<file path="src/rtl/vmon_pkg.sv">
package vmon_pkg;

  // Control word layout, LSB first: det_en, mon_en, filt_off, dir_fall, mode_rst
  typedef struct packed {
    logic mode_rst;
    logic dir_fall;
    logic filt_off;
    logic mon_en;
    logic det_en;
  } vmon_ctrl_t;

  localparam int CTRL_W = $bits(vmon_ctrl_t);

  localparam int ADDR_CTRL = 0;
  localparam int ADDR_STAT = 1;

  localparam int STAT_FLAG_BIT = 0;
  localparam int STAT_LVL_BIT  = 1;

endpackage

</file>
<file path="src/rtl/vmon_sync.sv">
module vmon_sync #(
  parameter int STAGES = 2
) (
  input  logic clk,
  input  logic rst,
  input  logic d,
  output logic q
);

  logic [STAGES-1:0] chain;

  generate
    for (genvar i = 0; i < STAGES; i++) begin : g_stage
      if (i == 0) begin : g_first
        always_ff @(posedge clk) begin
          if (rst) chain[0] <= 1'b0;
          else     chain[0] <= d;
        end
      end else begin : g_next
        always_ff @(posedge clk) begin
          if (rst) chain[i] <= 1'b0;
          else     chain[i] <= chain[i-1];
        end
      end
    end
  endgenerate

  assign q = chain[STAGES-1];

endmodule

</file>
<file path="src/rtl/vmon_filter.sv">
module vmon_filter #(
  parameter int FILT_N = 4
) (
  input  logic clk,
  input  logic rst,
  input  logic samp_en,
  input  logic lvl_in,
  output logic filt_chg,
  output logic raw_rise,
  output logic raw_fall
);

  localparam int CNT_W = $clog2(FILT_N + 1);
  localparam logic [CNT_W-1:0] CNT_LAST = CNT_W'(FILT_N - 1);
  localparam logic [CNT_W-1:0] CNT_FULL = CNT_W'(FILT_N);

  logic             last_q;
  logic [CNT_W-1:0] run_q;
  logic             stable_q;
  logic             prev_q;

  always_ff @(posedge clk) begin
    if (rst) begin
      last_q   <= 1'b0;
      run_q    <= '0;
      stable_q <= 1'b0;
      prev_q   <= 1'b0;
    end else begin
      prev_q <= lvl_in;
      if (samp_en) begin
        if (lvl_in != last_q) begin
          last_q <= lvl_in;
          run_q  <= CNT_W'(1);
        end else if (run_q < CNT_FULL) begin
          run_q <= run_q + CNT_W'(1);
          if (run_q == CNT_LAST) stable_q <= lvl_in;
        end
      end
    end
  end

  assign filt_chg = samp_en && (lvl_in == last_q) && (run_q == CNT_LAST)
                    && (lvl_in != stable_q);
  assign raw_rise = lvl_in & ~prev_q;
  assign raw_fall = ~lvl_in & prev_q;

  // accepted level moves only on the strobe that completes a run
  a_r2_full_run: assert property (@(posedge clk) disable iff (rst)
    (stable_q != $past(stable_q)) |-> ($past(samp_en) && $past(run_q) == CNT_LAST));

endmodule

</file>
<file path="src/rtl/vmon_regs.sv">
module vmon_regs
  import vmon_pkg::*;
#(
  parameter int DATA_W = 8,
  parameter int ADDR_W = 1
) (
  input  logic              clk,
  input  logic              rst,
  input  logic              we,
  input  logic [ADDR_W-1:0] addr,
  input  logic [DATA_W-1:0] wdata,
  output logic [DATA_W-1:0] rdata,
  input  logic              lvl,
  input  logic              evt,
  output vmon_ctrl_t        ctrl,
  output logic              flag
);

  localparam logic [ADDR_W-1:0] A_CTRL = ADDR_W'(ADDR_CTRL);
  localparam logic [ADDR_W-1:0] A_STAT = ADDR_W'(ADDR_STAT);

  vmon_ctrl_t        ctrl_q;
  logic              flag_q;
  logic [DATA_W-1:0] rdata_q;
  logic              flag_clr;
  logic              wdata_unused;

  assign wdata_unused = ^wdata[DATA_W-1:CTRL_W];
  assign flag_clr = we && (addr == A_STAT) && !wdata[STAT_FLAG_BIT];

  always_ff @(posedge clk) begin
    if (rst) begin
      ctrl_q <= '0;
    end else if (we && addr == A_CTRL) begin
      ctrl_q <= vmon_ctrl_t'(wdata[CTRL_W-1:0]);
    end
  end

  always_ff @(posedge clk) begin
    if (rst)           flag_q <= 1'b0;
    else if (evt)      flag_q <= 1'b1;
    else if (flag_clr) flag_q <= 1'b0;
  end

  always_ff @(posedge clk) begin
    if (rst) begin
      rdata_q <= '0;
    end else begin
      rdata_q <= '0;
      if (addr == A_CTRL) begin
        rdata_q[CTRL_W-1:0] <= ctrl_q;
      end else if (addr == A_STAT) begin
        rdata_q[STAT_FLAG_BIT] <= flag_q;
        rdata_q[STAT_LVL_BIT]  <= lvl;
      end
    end
  end

  assign ctrl  = ctrl_q;
  assign flag  = flag_q;
  assign rdata = rdata_q;

  // flag drops only after a clearing write to the status word
  a_r8_fall_by_write: assert property (@(posedge clk) disable iff (rst)
    $fell(flag_q) |-> $past(we && addr == A_STAT && !wdata[STAT_FLAG_BIT]));
  // a crossing always leaves the flag set
  a_r8_set_wins: assert property (@(posedge clk) disable iff (rst)
    evt |=> flag_q);

endmodule

</file>
<file path="src/rtl/vmon_out.sv">
module vmon_out #(
  parameter int RST_CYC = 8
) (
  input  logic clk,
  input  logic rst,
  input  logic evt_irq,
  input  logic evt_rst,
  input  logic irq_ack,
  output logic irq_req,
  output logic rst_req
);

  localparam int RCNT_W = (RST_CYC > 2) ? $clog2(RST_CYC) : 1;
  localparam logic [RCNT_W-1:0] RCNT_LOAD = RCNT_W'(RST_CYC - 1);

  logic              irq_q;
  logic              rst_q;
  logic [RCNT_W-1:0] rcnt_q;

  always_ff @(posedge clk) begin
    if (rst)          irq_q <= 1'b0;
    else if (evt_irq) irq_q <= 1'b1;
    else if (irq_ack) irq_q <= 1'b0;
  end

  always_ff @(posedge clk) begin
    if (rst) begin
      rst_q  <= 1'b0;
      rcnt_q <= '0;
    end else if (evt_rst) begin
      rst_q  <= 1'b1;
      rcnt_q <= RCNT_LOAD;
    end else if (rcnt_q != '0) begin
      rcnt_q <= rcnt_q - RCNT_W'(1);
    end else begin
      rst_q <= 1'b0;
    end
  end

  assign irq_req = irq_q;
  assign rst_req = rst_q;

  // a pending request survives until acknowledged
  a_r6_irq_holds: assert property (@(posedge clk) disable iff (rst)
    (irq_q && !irq_ack) |=> irq_q);
  // the pulse starts on the edge after a reset-mode crossing
  a_r7_pulse_start: assert property (@(posedge clk) disable iff (rst)
    evt_rst |=> rst_q);
  // the pulse ends only when the down-counter has run out
  a_r7_pulse_end: assert property (@(posedge clk) disable iff (rst)
    $fell(rst_q) |-> ($past(rcnt_q) == '0));

endmodule

</file>
<file path="src/rtl/vmon_event_ctrl.sv">
module vmon_event_ctrl
  import vmon_pkg::*;
#(
  parameter int DATA_W      = 8,
  parameter int ADDR_W      = 1,
  parameter int SYNC_STAGES = 2,
  parameter int FILT_N      = 4,
  parameter int RST_CYC     = 8
) (
  input  logic              clk,
  input  logic              rst,
  input  logic              samp_en,
  input  logic              cmp_hi,
  input  logic              reg_we,
  input  logic [ADDR_W-1:0] reg_addr,
  input  logic [DATA_W-1:0] reg_wdata,
  output logic [DATA_W-1:0] reg_rdata,
  input  logic              irq_ack,
  output logic              irq_req,
  output logic              rst_req
);

  logic       lvl_s;
  logic       filt_chg;
  logic       raw_rise;
  logic       raw_fall;
  logic       gate;
  logic       edge_sel;
  logic       evt;
  logic       flag;
  vmon_ctrl_t ctrl;

  vmon_sync #(.STAGES(SYNC_STAGES)) u_sync (
    .clk (clk),
    .rst (rst),
    .d   (cmp_hi),
    .q   (lvl_s)
  );

  vmon_filter #(.FILT_N(FILT_N)) u_filt (
    .clk      (clk),
    .rst      (rst),
    .samp_en  (samp_en),
    .lvl_in   (lvl_s),
    .filt_chg (filt_chg),
    .raw_rise (raw_rise),
    .raw_fall (raw_fall)
  );

  assign gate     = ctrl.det_en & ctrl.mon_en;
  assign edge_sel = ctrl.dir_fall ? raw_fall : raw_rise;
  assign evt      = gate & (ctrl.filt_off ? edge_sel : filt_chg);

  vmon_regs #(.DATA_W(DATA_W), .ADDR_W(ADDR_W)) u_regs (
    .clk   (clk),
    .rst   (rst),
    .we    (reg_we),
    .addr  (reg_addr),
    .wdata (reg_wdata),
    .rdata (reg_rdata),
    .lvl   (lvl_s),
    .evt   (evt),
    .ctrl  (ctrl),
    .flag  (flag)
  );

  vmon_out #(.RST_CYC(RST_CYC)) u_out (
    .clk     (clk),
    .rst     (rst),
    .evt_irq (evt & ~ctrl.mode_rst),
    .evt_rst (evt & ctrl.mode_rst),
    .irq_ack (irq_ack),
    .irq_req (irq_req),
    .rst_req (rst_req)
  );

  // with either enable low, nothing new is raised
  a_r1_gated: assert property (@(posedge clk) disable iff (rst)
    !gate |=> (!$rose(irq_req) && !$rose(rst_req) && !$rose(flag)));
  // a reset-mode crossing never raises the interrupt request
  a_r7_no_irq: assert property (@(posedge clk) disable iff (rst)
    (ctrl.mode_rst && !irq_req) |=> !irq_req);

endmodule

</file>
<file path="config.mk">
export PLATFORM = sky130hd
export DESIGN_NAME = vmon_event_ctrl
export DESIGN_NICKNAME = d
export VERILOG_FILES = /design/src/rtl/vmon_pkg.sv /design/src/rtl/vmon_sync.sv /design/src/rtl/vmon_filter.sv /design/src/rtl/vmon_regs.sv /design/src/rtl/vmon_out.sv /design/src/rtl/vmon_event_ctrl.sv
export SDC_FILE = /design/constraint.sdc
export NUM_CORES = 1
export LEC_CHECK = 0
export ABC_AREA = 1
export CAP_MARGIN = 20
export CORE_MARGIN = 8
export CORE_UTILIZATION = 50
export CTS_CLUSTER_SIZE = 14
export DETAILED_ROUTE_END_ITERATION = 8
export DONT_BUFFER_PORTS = 1
export SLEW_MARGIN = 20
export SYNTH_ARGS = -nofsm -noshare
export SYNTH_HDL_FRONTEND = slang
export SYNTH_SLANG_ARGS = --single-unit
</file>
<file path="constraint.sdc">
create_clock -name clk -period 1.9 [get_ports clk]
set_clock_uncertainty 0.15 [all_clocks]
set_input_delay 0.38 -clock clk [delete_from_list [all_inputs] [get_ports clk]]
set_output_delay 0.38 -clock clk [all_outputs]
set_load 0.02 [all_outputs]
</file>
==> out/metrics.yaml <==
floorplanning:
  die_area_um2: 3750
  coreArea_um2: 1940
  die_w_um: 61.2
  fp.dieH_um: 61.2
  io_pins: 25
  fp-row-count: 16
  initial_core_util_pct: 52.7
yosys:
  synth_xor_area_share_pct: 1.71
  synth-compound-area-share_pct: 13.7
  ys_seq_area_share_pct: 46.9
  ys.flop_type: "dfxtp_1"
  syn-cell-area_um2: 1020
  ys_types: 24
  synth-seq-cells: 24
  async_flop_share_pct: 0
  synthMuxAreaShare_pct: 0
  synth-edff-count: 0
  synthSimpleGateAreaFrac_pct: 20.2
  synth_area_per_cell_um2: 7.70
  synth_top_family_by_area: "simple AND/OR/NAND/NOR gates"
  synth_adder_area_share_pct: 4.89
  ys_warn_count: 0
  syn_inst: 133
global_route:
  grt_pass1_wl_um: 3130
  grt_usage_pct: 11.0
  antenna_found_initial: 0
  grt.overflow.total: 0
  first_global_vias: 775
  grt_max_degree: 13
timing:
  rsz0062_at_grt: "false"
  fmax_mhz: 673
  finalSetupViolCount: 0
  tns_ns: 0
  fin_crit_sh_pct: 78.2
  drv_slew: 0
  finalHoldViolations: 0
  fin_crit_ns: 1.49
  setup_slack_ns: 0.414
run:
  cap_violations: 0
final_layout:
  stdcell_area_um2: 1090
  areaGrowthSynthToFinish_pct: 6.11
  seqCellArea_um2: 480
  final_core_util_pct: 55.9
  multiInputGateArea_um2: 425
  antenna_cells: 0
  final_common_cell: "dfxtp_1"
  final_cell_mix: "24 x dfxtp_1, 22 x inv_1, 18 x nand2_1, 18 x nor2_1, 11 x a21oi_1"
  nFillCells: 201
  drive_gt1_share_pct: 8.09
  final_cells: 163
  layout.nets: 157
critical_path:
  worst-setup-path-type: "reg -> reg"
  critPathSlowestCell: "dfxtp_1"
  cp-end-kind: "flop"
  slowest_delay_ns: 0.34
  r2r-start: "u_out.rcnt_q[0]"
  ff2ff_setup_slack_ns: 0.41
  arrival_ns: 1.53
  path_cells: "inv_1, ha_1, inv_1, nor2_1, nor2_1, a21oi_1, a21oi_2"
  r2r_end: "u_out.rcnt_q[1]"
  rr_worst_depth: 7
  start_kind: "flop"
  setup.worst_path.start: "u_out.rcnt_q[0]"
  critPathRequiredTime_ns: 1.95
  cp_max_fo: 5
power:
  max-vdd-ir-drop_uv: 524
  p_per_area_nw_per_um2: 959
  leakage_uw: 0.000501
placement:
  dpl.hpwl_um: 1360
  place_inst: 157
  port_buffers: 0
  gp_congestion: 0.723
  pre_cts_ws_ns: 0.418
  post_dp_cell_area_um2: 1030
clock_network:
  cts_resized: 0
  cts-root-buf: "clkbuf_4"
  path_clk_slew_ns: 0.12
  htree_levels: 1
  cts_buffers: 3
  clkLatencyLatePin_ns: 0.31
  cts_tree: "yes"
  cts.sinks: 24
  clk_path_buf_depth: 2
hold_path:
  hp-start: "cmp_hi"
  min_path_type: "in -> reg"
  min_path_cells: 2
  min_to: "u_sync.chain[0]"
detailed_routing:
  detailedRoute.firstIterationViolations: 13
  met3_length_um: 90
  wl_per_cell_um: 11.2
  via_count: 772
  post-route-drc-count: 0
  drt-total-wl_um: 1830
  wl_met2_um: 806
  top_layer: "met4"
  dr.pass1.iters: 4
  drtAntennaViolNets: 0
  viasPerCell: 4.74
  drt-met1-wl_um: 893
status:
  status: "complete, no violations"
## worst max-delay path by stage
| stage | to | slack, ns | depth (start not counted) |
|---|---|---|---|
| floorplan | u_out.rcnt_q[2] | 0.51 | 10 |
| global placement | u_out.rcnt_q[2] | 0.43 | 10 |
| detailed placement | u_out.rcnt_q[2] | 0.42 | 10 |
| CTS | u_out.rcnt_q[2] | 0.39 | 10 |
| global route | u_out.rcnt_q[1] | 0.24 | 7 |
| finish | u_out.rcnt_q[1] | 0.41 | 7 |
## layer usage
metal	vias to the layer above	track usage [%]
li1	412	-
met1	338	12.8
met2	17	17.8
met3	5	3.13
met4	0	6.31
met5	-	0
## sequential cells by signal, indices dropped and copies added, names as in the netlist
register	count
u_filt.run_q	3
u_regs.rdata	5
u_sync.chain	1
u_out.rcnt_q	3
u_regs.ctrl	5
u_out.rst_req	1
u_regs.flag	1
u_filt.last_q	1
u_sync.q	1
u_filt.prev_q	1
u_out.irq_req	1
u_filt.stable_q	1
## cell type report
class / instances / share of cell area [%]
flip-flops and latches: 24 / 44.2
multi-input cells: 81 / 39.2
well taps: 27 / 3.11
inverters: 25 / 8.64
clock buffers: 3 / 2.07
repair buffers: 3 / 2.76
## per-stage QoR
step                total power, uW  hold WS, ns
floorplan                       807        0.238
global placement                829        0.243
detailed placement              832        0.251
CTS                            1060     0.000608
global route                   1120      0.00854
finish                         1040       0.0114
## critical path: cells and delay by family (launching register included)
kind                     cells  cell delay, ns
AND/OR/NAND/NOR              2            0.41
flip-flops                   1            0.34
AO/OA/AOI/OAI                2            0.24
adder cells (fa/ha/maj)      1            0.14
buffers and inverters        2            0.10
## kinds of logic (layout without fill, tap and decap cells)
kind of cell,after synthesis,in the layout
AOI/OAI and AO/OA,25,25
xor gates and xnor gates,2,2
adders and majority gates,4,4
buffers and inverters,30,31
DFF,24,24
other,1,3
and+or+nand+nor,47,47
## what timing repair did
| item | 4_1_cts | 5_1_grt |
|---|---|---|
| buffers inserted | 0 | 0 |
| hold buffers | 3 | 0 |
| hold endpoints to repair | 11 | 0 |
## where the power goes
group / total, uW / leakage [uW] / internal [uW] / switching (uW)
clock: 214 / 0.0000138 / 74.1 / 140
combinational: 245 / 0.000291 / 103 / 143
sequential: 582 / 0.000197 / 550 / 31.4
## Yosys cell counts (2+ instances only)
cell type	number	share of area (%)
inv_2	3	1.1
a21oi_1	11	5.4
o21ai_2	2	1.7
o21ai_0	8	3.9
ha_1	4	4.9
nand2_1	18	6.6
buf_4	3	2.2
nand3_1	7	3.4
inv_1	22	8.1
dfxtp_1	24	47
nor2_1	18	6.6
(Power assumes the default switching activity.)
